==> config.mk <==
export PLATFORM = sky130hd
export DESIGN_NAME = cmw_timer
export DESIGN_NICKNAME = d
export VERILOG_FILES = /design/src/rtl/cmw_pkg.sv /design/src/rtl/cmw_regs.sv /design/src/rtl/cmw_counter.sv /design/src/rtl/cmw_channel.sv /design/src/rtl/cmw_timer.sv
export SDC_FILE = /design/constraint.sdc
export NUM_CORES = 1
export LEC_CHECK = 0
export BUFFER_PORTS_ARGS = -buffer_cell sky130_fd_sc_hd__buf_4
export CORE_MARGIN = 5
export CORE_UTILIZATION = 62
export DETAILED_ROUTE_END_ITERATION = 10
export PLACE_DENSITY_LB_ADDON = 0.1
export SYNTH_ARGS = -nofsm -noshare
export SYNTH_HDL_FRONTEND = slang
export SYNTH_SLANG_ARGS = --single-unit
==> constraint.sdc <==
create_clock -name clk_i -period 4.65 [get_ports clk_i]
set_input_delay 0.93 -clock clk_i [delete_from_list [all_inputs] [get_ports clk_i]]
set_output_delay 0.93 -clock clk_i [all_outputs]
set_load 0.005 [all_outputs]
==> src/rtl/cmw_pkg.sv <==
package cmw_pkg;
  localparam int unsigned ADDR_W = 3;

  typedef enum logic [1:0] {
    CM_NONE   = 2'b00,
    CM_TOGGLE = 2'b01,
    CM_CLEAR  = 2'b10,
    CM_SET    = 2'b11
  } cm_mode_e;

  localparam logic [ADDR_W-1:0] ADR_TOP    = 3'd0;
  localparam logic [ADDR_W-1:0] ADR_CMP_A  = 3'd1;
  localparam logic [ADDR_W-1:0] ADR_CMP_B  = 3'd2;
  localparam logic [ADDR_W-1:0] ADR_MODE   = 3'd3;
  localparam logic [ADDR_W-1:0] ADR_FORCE  = 3'd4;
  localparam logic [ADDR_W-1:0] ADR_PRESET = 3'd5;
  localparam logic [ADDR_W-1:0] ADR_ENABLE = 3'd6;
  localparam logic [ADDR_W-1:0] ADR_FLAGS  = 3'd7;

  function automatic logic cm_apply(cm_mode_e m, logic cur);
    case (m)
      CM_TOGGLE: return ~cur;
      CM_CLEAR:  return 1'b0;
      CM_SET:    return 1'b1;
      default:   return cur;
    endcase
  endfunction
endpackage

==> src/rtl/cmw_regs.sv <==
module cmw_regs
  import cmw_pkg::*;
#(
  parameter int unsigned CNT_W = 8,
  parameter int unsigned N_CH  = 2
) (
  input  logic                            clk_i,
  input  logic                            rst_ni,
  input  logic                            wr_en_i,
  input  logic [ADDR_W-1:0]               wr_addr_i,
  input  logic [CNT_W-1:0]                wr_data_i,
  output logic [CNT_W-1:0]                top_o,
  output logic [N_CH-1:0][CNT_W-1:0]      cmp_o,
  output logic [N_CH-1:0][1:0]            mode_pend_o,
  output logic [N_CH-1:0]                 en_o,
  output logic [N_CH-1:0]                 force_o,
  output logic                            preset_stb_o,
  output logic [N_CH-1:0]                 preset_val_o,
  output logic                            clr_ovf_o,
  output logic [N_CH-1:0]                 clr_cmp_o
);
  logic [CNT_W-1:0]           top_q;
  logic [N_CH-1:0][CNT_W-1:0] cmp_q;
  logic [N_CH-1:0][1:0]       pend_q;
  logic [N_CH-1:0]            en_q;

  always_ff @(posedge clk_i or negedge rst_ni) begin
    if (!rst_ni) begin
      top_q  <= '1;
      cmp_q  <= '0;
      pend_q <= '0;
      en_q   <= '0;
    end else if (wr_en_i) begin
      case (wr_addr_i)
        ADR_TOP:    top_q    <= wr_data_i;
        ADR_CMP_A:  cmp_q[0] <= wr_data_i;
        ADR_CMP_B:  cmp_q[N_CH-1] <= wr_data_i;
        ADR_MODE:   for (int i = 0; i < N_CH; i++) pend_q[i] <= wr_data_i[2*i +: 2];
        ADR_ENABLE: en_q     <= wr_data_i[N_CH-1:0];
        default: ;
      endcase
    end
  end

  assign top_o        = top_q;
  assign cmp_o        = cmp_q;
  assign mode_pend_o  = pend_q;
  assign en_o         = en_q;
  assign preset_stb_o = wr_en_i && (wr_addr_i == ADR_PRESET);
  assign preset_val_o = wr_data_i[N_CH-1:0];
  assign clr_ovf_o    = wr_en_i && (wr_addr_i == ADR_FLAGS) && wr_data_i[0];

  for (genvar g = 0; g < N_CH; g++) begin : g_strobe
    assign force_o[g]   = wr_en_i && (wr_addr_i == ADR_FORCE) && wr_data_i[g];
    assign clr_cmp_o[g] = wr_en_i && (wr_addr_i == ADR_FLAGS) && wr_data_i[g+1];
  end
endmodule

==> src/rtl/cmw_counter.sv <==
module cmw_counter #(
  parameter int unsigned CNT_W = 8
) (
  input  logic             clk_i,
  input  logic             rst_ni,
  input  logic [CNT_W-1:0] top_i,
  input  logic             clr_ovf_i,
  output logic [CNT_W-1:0] cnt_o,
  output logic             ovf_flag_o
);
  logic [CNT_W-1:0] cnt_q;
  logic             ovf_q;
  logic             wrap;

  // all-ones escape covers a wrap value lowered below the running count
  assign wrap = (cnt_q == top_i) || (cnt_q == '1);

  always_ff @(posedge clk_i or negedge rst_ni) begin
    if (!rst_ni) begin
      cnt_q <= '0;
      ovf_q <= 1'b0;
    end else begin
      cnt_q <= wrap ? '0 : cnt_q + 1'b1;
      if (wrap)           ovf_q <= 1'b1;
      else if (clr_ovf_i) ovf_q <= 1'b0;
    end
  end

  assign cnt_o      = cnt_q;
  assign ovf_flag_o = ovf_q;

  AST_CNT_WRAP: assert property (@(posedge clk_i) disable iff (!rst_ni)
    (cnt_q == top_i) |=> (cnt_q == '0));
  AST_CNT_STEP: assert property (@(posedge clk_i) disable iff (!rst_ni)
    (cnt_q != top_i && cnt_q != '1) |=> (cnt_q == CNT_W'($past(cnt_q) + 1'b1)));
  AST_OVF_SET: assert property (@(posedge clk_i) disable iff (!rst_ni)
    (cnt_q == top_i) |=> ovf_q);
  AST_OVF_STICKY: assert property (@(posedge clk_i) disable iff (!rst_ni)
    (ovf_q && !clr_ovf_i) |=> ovf_q);
endmodule

==> src/rtl/cmw_channel.sv <==
module cmw_channel
  import cmw_pkg::*;
#(
  parameter int unsigned CNT_W = 8
) (
  input  logic             clk_i,
  input  logic             rst_ni,
  input  logic [CNT_W-1:0] cnt_i,
  input  logic [CNT_W-1:0] cmp_i,
  input  logic [1:0]       mode_pend_i,
  input  logic             force_i,
  input  logic             preset_stb_i,
  input  logic             preset_val_i,
  input  logic             en_i,
  input  logic             clr_flag_i,
  output logic             wave_o,
  output logic             flag_o
);
  cm_mode_e pend;
  cm_mode_e act_q;
  logic     state_q;
  logic     flag_q;
  logic     match;
  logic     load;

  assign pend  = cm_mode_e'(mode_pend_i);
  assign match = (cnt_i == cmp_i);
  assign load  = preset_stb_i && !en_i;

  // priority: preset > match > force
  always_ff @(posedge clk_i or negedge rst_ni) begin
    if (!rst_ni) begin
      state_q <= 1'b0;
      act_q   <= CM_NONE;
      flag_q  <= 1'b0;
    end else begin
      if (load)         state_q <= preset_val_i;
      else if (match)   state_q <= cm_apply(pend, state_q);
      else if (force_i) state_q <= cm_apply(act_q, state_q);
      if (match) act_q <= pend;
      if (match)           flag_q <= 1'b1;
      else if (clr_flag_i) flag_q <= 1'b0;
    end
  end

  assign wave_o = state_q & en_i;
  assign flag_o = flag_q;

  AST_MATCH_NONE: assert property (@(posedge clk_i) disable iff (!rst_ni)
    (match && !load && pend == CM_NONE) |=> (state_q == $past(state_q)));
  AST_MATCH_TOGGLE: assert property (@(posedge clk_i) disable iff (!rst_ni)
    (match && !load && pend == CM_TOGGLE) |=> (state_q != $past(state_q)));
  AST_MATCH_CLEAR: assert property (@(posedge clk_i) disable iff (!rst_ni)
    (match && !load && pend == CM_CLEAR) |=> !state_q);
  AST_MATCH_SET: assert property (@(posedge clk_i) disable iff (!rst_ni)
    (match && !load && pend == CM_SET) |=> state_q);
  AST_STAGE_COMMIT: assert property (@(posedge clk_i) disable iff (!rst_ni)
    match |=> (act_q == $past(pend)));
  AST_FORCE_SET: assert property (@(posedge clk_i) disable iff (!rst_ni)
    (force_i && !match && !load && act_q == CM_SET) |=> state_q);
  AST_FORCE_NO_FLAG: assert property (@(posedge clk_i) disable iff (!rst_ni)
    (!match && !flag_q) |=> !flag_q);
  AST_PRESET_LOAD: assert property (@(posedge clk_i) disable iff (!rst_ni)
    load |=> (state_q == $past(preset_val_i)));
  AST_CMP_FLAG: assert property (@(posedge clk_i) disable iff (!rst_ni)
    match |=> flag_q);
endmodule

==> src/rtl/cmw_timer.sv <==
module cmw_timer
  import cmw_pkg::*;
#(
  parameter int unsigned CNT_W = 8,
  parameter int unsigned N_CH  = 2
) (
  input  logic              clk_i,
  input  logic              rst_ni,
  input  logic              wr_en_i,
  input  logic [ADDR_W-1:0] wr_addr_i,
  input  logic [CNT_W-1:0]  wr_data_i,
  output logic [CNT_W-1:0]  count_o,
  output logic [N_CH-1:0]   wave_o,
  output logic              ovf_flag_o,
  output logic [N_CH-1:0]   cmp_flag_o
);
  logic [CNT_W-1:0]           top;
  logic [N_CH-1:0][CNT_W-1:0] cmp;
  logic [N_CH-1:0][1:0]       mode_pend;
  logic [N_CH-1:0]            en;
  logic [N_CH-1:0]            force_stb;
  logic                       preset_stb;
  logic [N_CH-1:0]            preset_val;
  logic                       clr_ovf;
  logic [N_CH-1:0]            clr_cmp;
  logic [CNT_W-1:0]           cnt;

  cmw_regs #(.CNT_W(CNT_W), .N_CH(N_CH)) u_regs (
    .clk_i        (clk_i),
    .rst_ni       (rst_ni),
    .wr_en_i      (wr_en_i),
    .wr_addr_i    (wr_addr_i),
    .wr_data_i    (wr_data_i),
    .top_o        (top),
    .cmp_o        (cmp),
    .mode_pend_o  (mode_pend),
    .en_o         (en),
    .force_o      (force_stb),
    .preset_stb_o (preset_stb),
    .preset_val_o (preset_val),
    .clr_ovf_o    (clr_ovf),
    .clr_cmp_o    (clr_cmp)
  );

  cmw_counter #(.CNT_W(CNT_W)) u_cnt (
    .clk_i      (clk_i),
    .rst_ni     (rst_ni),
    .top_i      (top),
    .clr_ovf_i  (clr_ovf),
    .cnt_o      (cnt),
    .ovf_flag_o (ovf_flag_o)
  );

  for (genvar g = 0; g < N_CH; g++) begin : g_ch
    cmw_channel #(.CNT_W(CNT_W)) u_ch (
      .clk_i        (clk_i),
      .rst_ni       (rst_ni),
      .cnt_i        (cnt),
      .cmp_i        (cmp[g]),
      .mode_pend_i  (mode_pend[g]),
      .force_i      (force_stb[g]),
      .preset_stb_i (preset_stb),
      .preset_val_i (preset_val[g]),
      .en_i         (en[g]),
      .clr_flag_i   (clr_cmp[g]),
      .wave_o       (wave_o[g]),
      .flag_o       (cmp_flag_o[g])
    );
  end

  assign count_o = cnt;
endmodule

Yosys cells after proc, flatten, opt, wreduce, memory -nomap -nowiden. Index checks and enable logic that the tools add are counted.

Reductions and logical operators: 28. Bitwise logic cells: 4. Add/subtract/negate cells: 1. Equal/unequal tests: 25. Multiplexer cells: 17.

Operator list (number): 8-bit == test (3); 2-bit == test (second input constant) (8); 3-bit == test (second input constant) (4); 1-bit two-way mux (12); 1-bit case mux with 3 select lines (4); 1-bit logical AND (10); 5-bit inequality test (second input constant) (2); 2-bit AND reduction (5); 5-bit nonzero test (2); 8-bit by 1-bit adder with 8-bit output (second input constant) (1); 2-bit by 1-bit == test with 1-bit output (second input constant) (4); 8-bit == test (second input constant) (1); 8-bit two-way mux (1); 3-bit by 2-bit == test with 1-bit output (second input constant) (2); 3-bit AND reduction (2); 2-bit nonzero test (3); 3-bit nonzero test (2); 3-bit by 1-bit == test with 1-bit output (second input constant) (1); 3-bit logical NOT (1); 1-bit AND (2); 1-bit logical NOT (2); 1-bit inverter (2); 1-bit logical OR (1).

Logic and storage cells: 89. Register bits after elaboration: 47. Output and inout bits: 13. Input bits: 14.

Logic depth before layout (Yosys ltp). Gate-level depths: netlist (run 1).

Depth in word-level cells: 6. Gate-level depth with buffers: 6. Mapped depth without buffers: 6.

Modules after synthesis. A second synthesis (run 1) with hierarchy kept.

Cell total of the unflattened synthesis: 193. Area, all modules: 2413.6 um^2.

By module, submodules not included: cmw_regs (cells an instance 79, seq. area each 760.7 um^2, instances 1, area an instance 1260.0 um^2); cmw_channel (cells an instance 33, seq. area each 100.1 um^2, instances 2, area an instance 317.8 um^2); cmw_counter (cells an instance 48, seq. area each 225.2 um^2, instances 1, area an instance 518.0 um^2).

Worst setup path after synthesis (run 1). No wires, ideal clock.

Kind: input to register. Start: input port wr_addr_i[0]. End: register g_ch[1].u_ch.state_q. Required time: 4555 ps. Setup slack: 2400 ps. Data arrival time: 2155 ps. Setup time: 95 ps. Cell stages on the path: 4. Buffers on the path: 1. Path through: clkbuf_1 -> or4b_1 -> o311a_1 -> o31ai_1.

Longest elaborated chain between the ends: 5. Elaborated cells on any way between the ends: 11. Classes of those cells: 3 x eq/ne; 1 x mux; 7 x reduce/logical.

RTL lines: start: declaration (line cmw_timer.sv:10) `input logic [ADDR_W-1:0] wr_addr_i,`; 3-bit == test, on equally long branches (line cmw_regs.sv:49, cmw_regs.sv:54); 1-bit logical AND, on equally long branches (line cmw_regs.sv:49, cmw_regs.sv:54); 1-bit logical AND, on equally long branches (line cmw_channel.sv:28, cmw_regs.sv:54); 5-bit inequality test (no line), or another cell as far along; 3-bit AND reduction (no line); end signal: assignment (line cmw_channel.sv:37) `if (load) state_q <= preset_val_i;`; end signal: assignment (line cmw_channel.sv:38) `else if (match) state_q <= cm_apply(pend, state_q);`; end signal: assignment (line cmw_channel.sv:39) `else if (force_i) state_q <= cm_apply(act_q, state_q);`; end: declaration (line cmw_channel.sv:21) `logic state_q;`.

Several ways; a longest one is shown, not always the timed one. A chain may end at the register's enable or synchronous reset.

Final worst setup path (run 1).
Start: input port wr_addr_i[2]. End: register u_regs.cmp_q (netlist bit u_regs.cmp_o[7]).

Longest elaborated chain between the ends: 2.

RTL lines: 3-bit by 1-bit == test with 1-bit output (line cmw_regs.sv:34) `case (wr_addr_i)`; 2-bit AND reduction (no line); end signal: indexed assignment (line cmw_regs.sv:37) `ADR_CMP_B: cmp_q[N_CH-1] <= wr_data_i;`; end: declaration (line cmw_regs.sv:23) `logic [N_CH-1:0][CNT_W-1:0] cmp_q;`.

Every way passes these cells.

==> flow_summary.yaml, run 1 <==
grt:
  grt_util_met1: 0.265
  grt_use_met3: 0.0568
  grt_max_degree: 48
  met2_usage: 0.334
  grt_pass1_vias: 1579
  globalRouteTotalUtil: 0.204
  grt_pass1_wl_um: 7940
  grt.busiest_layer: "met2"
  overflow: 0
  antenna_found_initial: 0
die:
  die_h_um: 72.0
  start_util: 0.645
  die_w_um: 72.0
  die-area_mm2: 0.00518
  row_count: 22
  coreArea_mm2: 0.00369
  io_pins: 27
setup_path:
  rrSetupSlack_ns: 2.52
  critPathLaunchType: "input pin"
  critPathKind: "input pin to flop"
  required_ns: 4.83
  crit_path_max_incr_delay_ns: 0.63
  endpoint_kind: "flop"
  worstPathCellList: "buf_4 > nand2b_1 > nor3_2 > mux2_2"
  critical_path_arrival_ns: 2.32
  crit_family: "simple AND/OR/NAND/NOR gates"
  crit_buf_inv: 1
  worstSetupStartpoint: "wr_addr_i[2]"
  r2r-start: "u_cnt.cnt_o[6]$_DFF_PN0_"
  crit_fanout: 8
  cp_slowest_cell: "nor3_2"
  cp.depth: 4
  rr_worst_depth: 5
hold_path:
  holdPathStages: 2
  holdCritPathClass: "flop to flop"
  hp-start: "g_ch[1].u_ch.flag_o$_DFFE_PN0P_"
pwr:
  leakage_nw: 1.21
  p_per_area_mw_per_mm2: 526
  ir_worst_vdd_v: 0.000296
yosys:
  netlist_top_cells_area: "dfrtp_1, mux2_2, dfstp_2, xor2_1, xnor2_1"
  synth.area.mux_share: 0.174
  ys_seq_area_frac: 0.498
  yosys_warnings: 0
  syn_nets: 217
  synth_top_family_by_area: "multiplexers"
  syn_area_mm2: 0.00238
  synthArstFlopShare: 1.00
  synth_flop_cell: "dfrtp_1"
  yosys.area_share.simple: 0.139
  netlist.area_leader.share: 0.410
  synth-seq-cells: 47
  synthAdderAreaFrac: 0.0158
  syn_area_per_cell_um2: 11.9
  synth_compound_area_frac: 0.0279
  synth_cell_types: 38
  yosys.area.top_type: "dfrtp_1"
  synth-edff-count: 0
  synth-xor-area-share: 0.114
  postSynthCellCount: 200
outcome:
  status: "complete, no violations"
cells_and_area:
  antenna_cells: 0
  n_fill_cell: 287
  multi_input_area_mm2: 0.00112
  layout-drive-gt1-share: 0.374
  fin_nets: 238
  synthToLayoutAreaGrowth_pct: 12.3
  seq_area_mm2: 0.00119
clocking:
  post_cts_buffers: 0
  cts-root-buf: "clkbuf_8"
  cts_tree: "built"
  clkTransAtPathRegs_ns: 0.08
  clk_latency_ns: 0.29
  cts_buffers: 5
  clock_path_buffers: 2
  clock-sinks: 47
  cts_max_level: 2
  cts-hold-fix-buffers: 0
  cts.repair.resized: 0
drt:
  drt-initial-drc-count: 97
  wl_per_cell_um: 17.5
  ant_nets: 0
  vias_per_cell: 5.65
  route.detailed.drc: 0
  vias: 1525
  dr.pass1.iters: 4
  drt-total-wl_um: 4710
sta:
  setup_slack_ns: 2.50
  fin_crit_sh: 0.461
  relSlewSlack: 0.458
  tightest_slew_ns: 0.809
  fin_tns_setup_ns: 0
  setup_viol: 0
  skew_ns: 0.00503
  rsz0062_at_grt: "no"
  fin_crit_ns: 2.15
  fmax_ghz: 0.466
  hold_viol: 0
  drv_slew: 0
placement:
  place.gp.congestion: 0.787
  pre_cts_ws_ns: 2.24
  io_buffers: 26
  hpwl_um: 3370
job:
  maxCapViolCount: 0
[tightest hold or removal path: cells and delay by family (launching register included)]
| family | cells | cell delay, ns |
|---|---|---|
| flops | 1 | 0.36 |
| simple gates | 2 | 0.10 |
[area by class of cell]
| class | instances | area share |
|---|---|---|
| inverters | 3 | 0.00421 |
| flip-flops and latches | 47 | 0.444 |
| repair buffers | 26 | 0.0730 |
| clock buffers | 8 | 0.0375 |
| multi-input cells | 138 | 0.419 |
| well taps | 48 | 0.0225 |
[Yosys cell counts (all sizes together), types with 4 or more instances]
cell and number:
and2 4, buf 6, clkbuf 6, dfrtp 39
dfstp 8, mux2 34, nand2 12, nand2b 5
nand3 4, nor2 13, nor4 4, xnor2 11
xor2 20
[worst paths after layout]
| check | to |
|---|---|
| max | u_regs.cmp_o[7]$_DFFE_PN0P_ |
| min in group asynchronous | g_ch[1].u_ch.act_q[0]$_DFFE_PN0P_ |
| max in group asynchronous | u_regs.top_o[7]$_DFFE_PN1P_ |
| min reg2reg | g_ch[1].u_ch.flag_o$_DFFE_PN0P_ |
| min | g_ch[1].u_ch.flag_o$_DFFE_PN0P_ |
| max reg2reg | g_ch[0].u_ch.state_q$_DFFE_PN0P_ |
[routing by layer]
layer  wire [um]  vias to the layer above
li1            -                      726
met1        2060                      755
met2        2340                       34
met3         228                       10
met4          82                        0
met5           0                        -
[through the flow]
step                hold WS, ns  std cells  area (um2)  utilization  total power [W]
floorplan                 0.446        200        2380            -         0.000993
global placement          0.459        262        2570        0.697          0.00112
detailed placement        0.471        262        2570        0.697          0.00115
CTS                       0.488        270        2670        0.725          0.00142
global route              0.515        270        2670        0.725          0.00151
finish                    0.487        270        2670        0.725          0.00141
[logic make-up (layout without fill, tap and decap cells)]
group,after synthesis,in the layout
and+or+nand+nor,58,58
buffers and inverters,15,37
muxes,37,37
xor gates and xnor gates,31,31
AOI/OAI and AO/OA,9,9
DFF,47,47
adders and majority gates,3,3
[where the power goes]
part / internal (W) / total (W) / switching [W]
logic: 0.000264 / 0.000454 / 0.000190
registers: 0.000541 / 0.000692 / 0.000152
clock network: 0.000136 / 0.000261 / 0.000125
total: 0.000941 / 0.00141 / 0.000466
[flip-flops by register name (all words and copies together), names as in the netlist]
register / cells
g_ch.u_ch.act_q: 4
u_regs.mode_pend_o: 4
u_cnt.cnt_o: 8
g_ch.u_ch.state_q: 2
u_regs.top_o: 8
u_regs.en_o: 2
u_cnt.ovf_flag_o: 1
g_ch.u_ch.flag_o: 2
u_regs.cmp_o: 16
[cell usage in the layout (no fill, tap or decap), drive strengths merged, types with 2 or more instances in the layout]
cell and n:
clkbuf 8, dfrtp 39, and2 4, xor2 20, or2 2, inv 3
nand3 4, xnor2 11, nand2 12, nor2 13, mux2i 3, mux2 34
nand2b 5, buf 26, ha 3, nor4 4, nor3 3, dfstp 8
nand4 3
(Power assumes the default switching activity.)
==> inputs of run 2 (changes only) <==
- ABC_AREA: default -> 1
- CORE_UTILIZATION: 62 -> 58
- clock period: 4.65 -> 2 ns (I/O delays scaled with it)
==> flow_summary.yaml, run 2 <==
setup_path:
  worstPathCellList: "ha_1 > nand2_1 > inv_1 > nand2_1 > nor2_4 > nand3_2 > o21ai_2 > nor2_1"
  rr_worst_depth: 8
  crit_fanout: 9
  endpoint_kind: "flop"
  critPathKind: "flop to flop"
  crit_path_max_incr_delay_ns: 0.54
  critPathLaunchType: "flop"
  r2r-start: "u_cnt.cnt_o[0]$_DFF_PN0_"
  required_ns: 2.17
  rrSetupSlack_ns: 0.27
  critical_path_arrival_ns: 1.91
  reg2reg_to: "u_cnt.cnt_o[0]$_DFF_PN0_"
  cp_slowest_cell: "dfrtp_1"
  crit_path_frequent_cell: "nand2_1"
yosys:
  yosys.cell_count.top_type: "nand2_1"
  yosys_warnings: 0
  synth_cell_types: 26
  yosys.area.top_type: "dfrtp_1"
  synthArstFlopShare: 1.00
  syn_area_per_cell_um2: 7.86
  syn_area_mm2: 0.00251
  synth-edff-count: 0
  synth-seq-cells: 47
  postSynthCellCount: 320
  synth_flop_cell: "dfrtp_1"
  synth_commonest_cells: "nand2_1, dfrtp_1, o21ai_0"
  ys_seq_area_frac: 0.472
  netlist.area_leader.share: 0.388
  netlist_top_cells_area: "dfrtp_1, nand2_1, dfstp_2, o21ai_0, inv_1"
  syn_nets: 337
sta:
  setup_viol: 0
  hold_viol: 0
  fin_crit_ns: 1.73
  fmax_ghz: 0.576
  tightest_slew_ns: 0.599
  setup_slack_ns: 0.265
  fin_crit_sh: 0.867
  relSlewSlack: 0.601
  skew_ns: 0.00695
  drv_slew: 0
  rsz0062_at_grt: "no"
  fin_tns_setup_ns: 0
grt:
  globalRouteTotalUtil: 0.191
  overflow: 0
  antenna_found_initial: 0
  grt_pass1_vias: 1759
  grt_max_degree: 48
  grt_pass1_wl_um: 8250
cells_and_area:
  fin_cells: 395
  mostFrequentLayoutCells: "nand2_1, dfrtp_1, o21ai_0"
  antenna_cells: 0
  final_cell_area_mm2: 0.00278
  mostFrequentLayoutCell: "nand2_1"
  largest_reg_flops: 16
  fin_nets: 359
  layout-drive-gt1-share: 0.181
  synthToLayoutAreaGrowth_pct: 10.8
placement:
  hpwl_um: 3740
  pre_cts_ws_ns: 0.302
  place.gp.congestion: 0.810
  io_buffers: 26
  placed_cell_area_mm2: 0.00268
  dp.cells: 387
drt:
  route.detailed.drc: 0
  dr.pass1.iters: 4
  wl_per_cell_um: 12.6
  met3WireLength_um: 232
  vias: 1963
  top_layer_used: "met4"
  met1_length_um: 2470
  vias_per_cell: 4.97
  drt-initial-drc-count: 138
  drt-total-wl_um: 5000
  ant_nets: 0
  route.met2.wl_um: 2250
pwr:
  p_comb_frac: 0.357
  intPower_w: 0.00216
  seq_power_share: 0.465
  ir_worst_vdd_v: 0.000809
  clkPwrFrac: 0.179
  swShare: 0.379
  leakage_nw: 1.45
  netSwitchingPower_w: 0.00132
  p_per_area_mw_per_mm2: 1250
outcome:
  status: "complete, no violations"
clocking:
  post_cts_buffers: 0
  clk_latency_ns: 0.29
  cts.repair.resized: 0
  cts-hold-fix-buffers: 0
  clkTransAtPathRegs_ns: 0.09
  cts_buffers: 5
  clock_path_buffers: 2
  cts-root-buf: "clkbuf_8"
  cts_max_level: 2
  cts_tree: "built"
  clock-sinks: 47
die:
  die-area_mm2: 0.00575
  start_util: 0.589
  die_h_um: 75.8
  coreArea_mm2: 0.00426
  io_pins: 27
  row_count: 24
  die_w_um: 75.8
hold_path:
  holdCritPathClass: "input pin to async pin"
job:
  maxCapViolCount: 0
-- run 2: power groups by stage --
stage / clock network (W) / logic (W) / registers, W
finish: 0.000622 / 0.00124 / 0.00162
detailed placement: 0 / 0.00125 / 0.00164
floorplan: 0 / 0.00110 / 0.00147
CTS: 0.000633 / 0.00126 / 0.00162
global route: 0.000682 / 0.00144 / 0.00166
global placement: 0 / 0.00123 / 0.00162
-- run 2: area by class of cell --
type / count / area (um2)
flip-flops and latches: 47 / 1190
clock buffers: 8 / 100
multi-input cells: 222 / 1080
inverters: 39 / 146
well taps: 52 / 65.1
repair buffers: 27 / 203
fillers: 382 / 1480
-- run 2: kinds of logic after synthesis --
kind of cell / synth area share
AND/OR/NAND/NOR: 0.262
flip-flops: 0.472
adder cells (fa/ha/maj): 0.0149
buffers and inverters: 0.0971
XOR/XNOR: 0.0518
AO/OA/AOI/OAI: 0.0966
multiplexers: 0.00597
-- run 2: per-layer routing --
layer / vias to the layer above / global-route usage
li1: 1040 / -
met1: 889 / 0.288
met2: 30 / 0.283
met3: 4 / 0.0356
met4: 0 / 0.0466
met5: - / 0
-- run 2: worst max-delay path by stage --
| stage | startpoint | endpoint | slack [ns] | cells past startpoint |
|---|---|---|---|---|
| 6_report | u_cnt.cnt_o[0]$_DFF_PN0_ | u_cnt.cnt_o[0]$_DFF_PN0_ | 0.27 | 8 |
| 5_1_grt | u_cnt.cnt_o[0]$_DFF_PN0_ | u_cnt.cnt_o[0]$_DFF_PN0_ | 0.10 | 8 |
| 4_1_cts | u_cnt.cnt_o[0]$_DFF_PN0_ | u_cnt.cnt_o[0]$_DFF_PN0_ | 0.28 | 8 |
| 3_5_place_dp | u_cnt.cnt_o[0]$_DFF_PN0_ | u_cnt.cnt_o[0]$_DFF_PN0_ | 0.30 | 8 |
| 3_3_place_gp | u_cnt.cnt_o[0]$_DFF_PN0_ | u_cnt.cnt_o[2]$_DFF_PN0_ | 0.36 | 8 |
| 2_1_floorplan | u_cnt.cnt_o[1]$_DFF_PN0_ | u_cnt.cnt_o[2]$_DFF_PN0_ | 0.57 | 8 |
-- run 2: metrics by stage --
step | util | power (W) | hold slack (ns)
2_1_floorplan | - | 0.00257 | 0.104
3_3_place_gp | 0.629 | 0.00284 | 0.444
3_5_place_dp | 0.629 | 0.00289 | 0.441
4_1_cts | 0.653 | 0.00351 | 0.122
5_1_grt | 0.653 | 0.00379 | 0.143
6_report | 0.653 | 0.00348 | 0.0980
-- run 2: critical path, delay by kind of cell, from the launching register on --
kind	cells	cell delay, ns
flip-flops	1	0.54
AND/OR/NAND/NOR	5	0.47
AO/OA/AOI/OAI	1	0.30
adder cells (fa/ha/maj)	1	0.23
buffers and inverters	1	0.08
==> inputs of run 3 (changes only) <==
- CORE_UTILIZATION: 58 -> 59
- SYNTH_HIERARCHICAL: default -> 1
==> flow_summary.yaml, run 3 <==
outcome:
  status: "complete, no violations"
sta:
  skew_ns: 0.00737
  setup_viol: 0
  drv_slew: 0
  tightest_slew_ns: 0.583
  fin_crit_ns: 1.58
  fin_hold_ws_ns: 0.0978
  hold_viol: 0
  fmax_ghz: 0.633
  fin_crit_sh: 0.790
  relSlewSlack: 0.611
  fin_tns_setup_ns: 0
  rsz0062_at_grt: "no"
pwr:
  p_per_area_mw_per_mm2: 1200
  ir_worst_vdd_v: 0.000592
  clkPwrFrac: 0.187
  netSwitchingPower_w: 0.00133
  p_comb_frac: 0.361
  swShare: 0.373
  intPower_w: 0.00224
  leakage_nw: 1.60
  power_w: 0.00357
  seq_power_share: 0.452
yosys:
  syn_nets: 369
  netlist_top_cells_area: "dfrtp_1, nand2_1, dfstp_2, nand3_1, inv_1"
  syn_area_per_cell_um2: 7.54
  yosys.area.top_type: "dfrtp_1"
  synthArstFlopShare: 1.00
  yosys.cell_count.top_type: "nand2_1"
  synth-seq-cells: 47
  syn_area_mm2: 0.00265
  synth_cell_types: 26
  yosys_warnings: 6
  synth_flop_cell: "dfrtp_1"
  netlist.area_leader.share: 0.368
  ys_seq_area_frac: 0.447
  synth_commonest_cells: "nand2_1, dfrtp_1, inv_1"
  synth-edff-count: 0
  postSynthCellCount: 352
placement:
  hpwl_um: 4080
  place.gp.congestion: 0.817
  io_buffers: 26
  placed_cell_area_mm2: 0.00288
job:
  maxCapViolCount: 0
clocking:
  cts_buffers: 5
  clock_path_buffers: 2
  clk_latency_ns: 0.30
  cts_tree: "built"
  post_cts_buffers: 0
  cts.repair.resized: 0
  clkTransAtPathRegs_ns: 0.08
  cts_max_level: 2
  cts-root-buf: "clkbuf_8"
  cts-hold-fix-buffers: 0
  clock-sinks: 47
die:
  start_util: 0.609
  row_count: 24
  io_pins: 27
  die-area_mm2: 0.00594
  die_w_um: 77.1
  die_h_um: 77.1
  coreArea_mm2: 0.00435
cells_and_area:
  mostFrequentLayoutCell: "nand2_1"
  largest_reg_flops: 16
  antenna_cells: 0
  final_cell_area_mm2: 0.00298
  fin_nets: 397
  synthToLayoutAreaGrowth_pct: 12.4
  n_fill_cell: 375
  mostFrequentLayoutCells: "nand2_1, inv_1, dfrtp_1"
  layout-drive-gt1-share: 0.163
grt:
  grt_pass1_vias: 2039
  grt_pass1_wl_um: 9700
  grt_max_degree: 48
  globalRouteTotalUtil: 0.202
  overflow: 0
  antenna_found_initial: 0
setup_path:
  crit_fanout: 10
  reg2reg_to: "u_cnt/cnt_o[6]$_DFF_PN0_"
  critPathLaunchType: "flop"
  endpoint_kind: "flop"
  rr_worst_depth: 6
  r2r-start: "u_cnt/cnt_o[0]$_DFF_PN0_"
  critical_path_arrival_ns: 1.77
  critPathKind: "flop to flop"
  rrSetupSlack_ns: 0.42
  required_ns: 2.19
drt:
  drt-total-wl_um: 5600
  wl_per_cell_um: 13.0
  ant_nets: 0
  vias: 2155
  dr.pass1.iters: 4
  drt-initial-drc-count: 114
  route.detailed.drc: 0
  vias_per_cell: 4.99
hold_path:
  holdCritPathClass: "input pin to async pin"
==> run 3: critical path, stage by stage (launching register included) <==
cell and delay [ns]:
dfrtp_1 0.53, ha_1 0.26, nand2_1 0.09, nor2_1 0.19, nand4_1 0.15, nand2_2 0.20, nor2_1 0.06
==> run 3: final cells by class <==
| cell class | count | area (um2) | area share |
|---|---|---|---|
| Multi-Input combinational cell | 258 | 1270 | 0.428 |
| Sequential cell | 47 | 1190 | 0.398 |
| Timing Repair Buffer | 26 | 195 | 0.0655 |
| Inverter | 42 | 158 | 0.0529 |
| Clock buffer | 6 | 72.6 | 0.0243 |
| Tap cell | 52 | 65.1 | 0.0218 |
| Clock inverter | 1 | 30.0 | 0.0101 |
==> run 3: cells by family after synthesis <==
logic type | after synthesis | share of synthesized area
adders and majority gates | 3 | 0.0141
buffers and inverters | 47 | 0.0726
DFF | 47 | 0.447
xor gates and xnor gates | 19 | 0.0627
and+or+nand+nor | 222 | 0.366
muxes | 2 | 0.0113
AOI/OAI and AO/OA | 12 | 0.0264
==> run 3: routing by layer <==
| layer | vias up | wire (um) | track usage |
|---|---|---|---|
| met5 | - | 0 | 0 |
| met4 | 0 | 63 | 0.0584 |
| met3 | 6 | 359 | 0.0445 |
| met2 | 39 | 2560 | 0.310 |
| met1 | 974 | 2620 | 0.287 |
| li1 | 1136 | - | - |
==> run 3: per-stage QoR <==
stage               instances  utilization  worst slack, ns
floorplan                 352            -            0.656
global placement          425        0.661            0.465
detailed placement        425        0.661            0.431
global route              432        0.685            0.293
CTS                       432        0.685            0.410
finish                    432        0.685            0.420
==> run 3: power groups by stage <==
stage               combinational, W  clock (W)  sequential, W
floorplan                   0.000907          0        0.00154
global placement             0.00125          0        0.00163
detailed placement           0.00129          0        0.00163
CTS                          0.00130   0.000686        0.00162
global route                 0.00148   0.000727        0.00167
finish                       0.00129   0.000666        0.00161
==> run 3: how the worst max path moves through the flow <==
stage                          endpoint  cells past startpoint                     start  slack, ns
2_1_floorplan  u_cnt/cnt_o[0]$_DFF_PN0_                      6  u_cnt/cnt_o[0]$_DFF_PN0_       0.66
3_3_place_gp   u_cnt/cnt_o[0]$_DFF_PN0_                      6  u_cnt/cnt_o[0]$_DFF_PN0_       0.47
3_5_place_dp   u_cnt/cnt_o[3]$_DFF_PN0_                      6  u_cnt/cnt_o[0]$_DFF_PN0_       0.43
4_1_cts        u_cnt/cnt_o[3]$_DFF_PN0_                      6  u_cnt/cnt_o[0]$_DFF_PN0_       0.41
5_1_grt        u_cnt/cnt_o[3]$_DFF_PN0_                      6  u_cnt/cnt_o[0]$_DFF_PN0_       0.29
6_report       u_cnt/cnt_o[6]$_DFF_PN0_                      6  u_cnt/cnt_o[0]$_DFF_PN0_       0.42
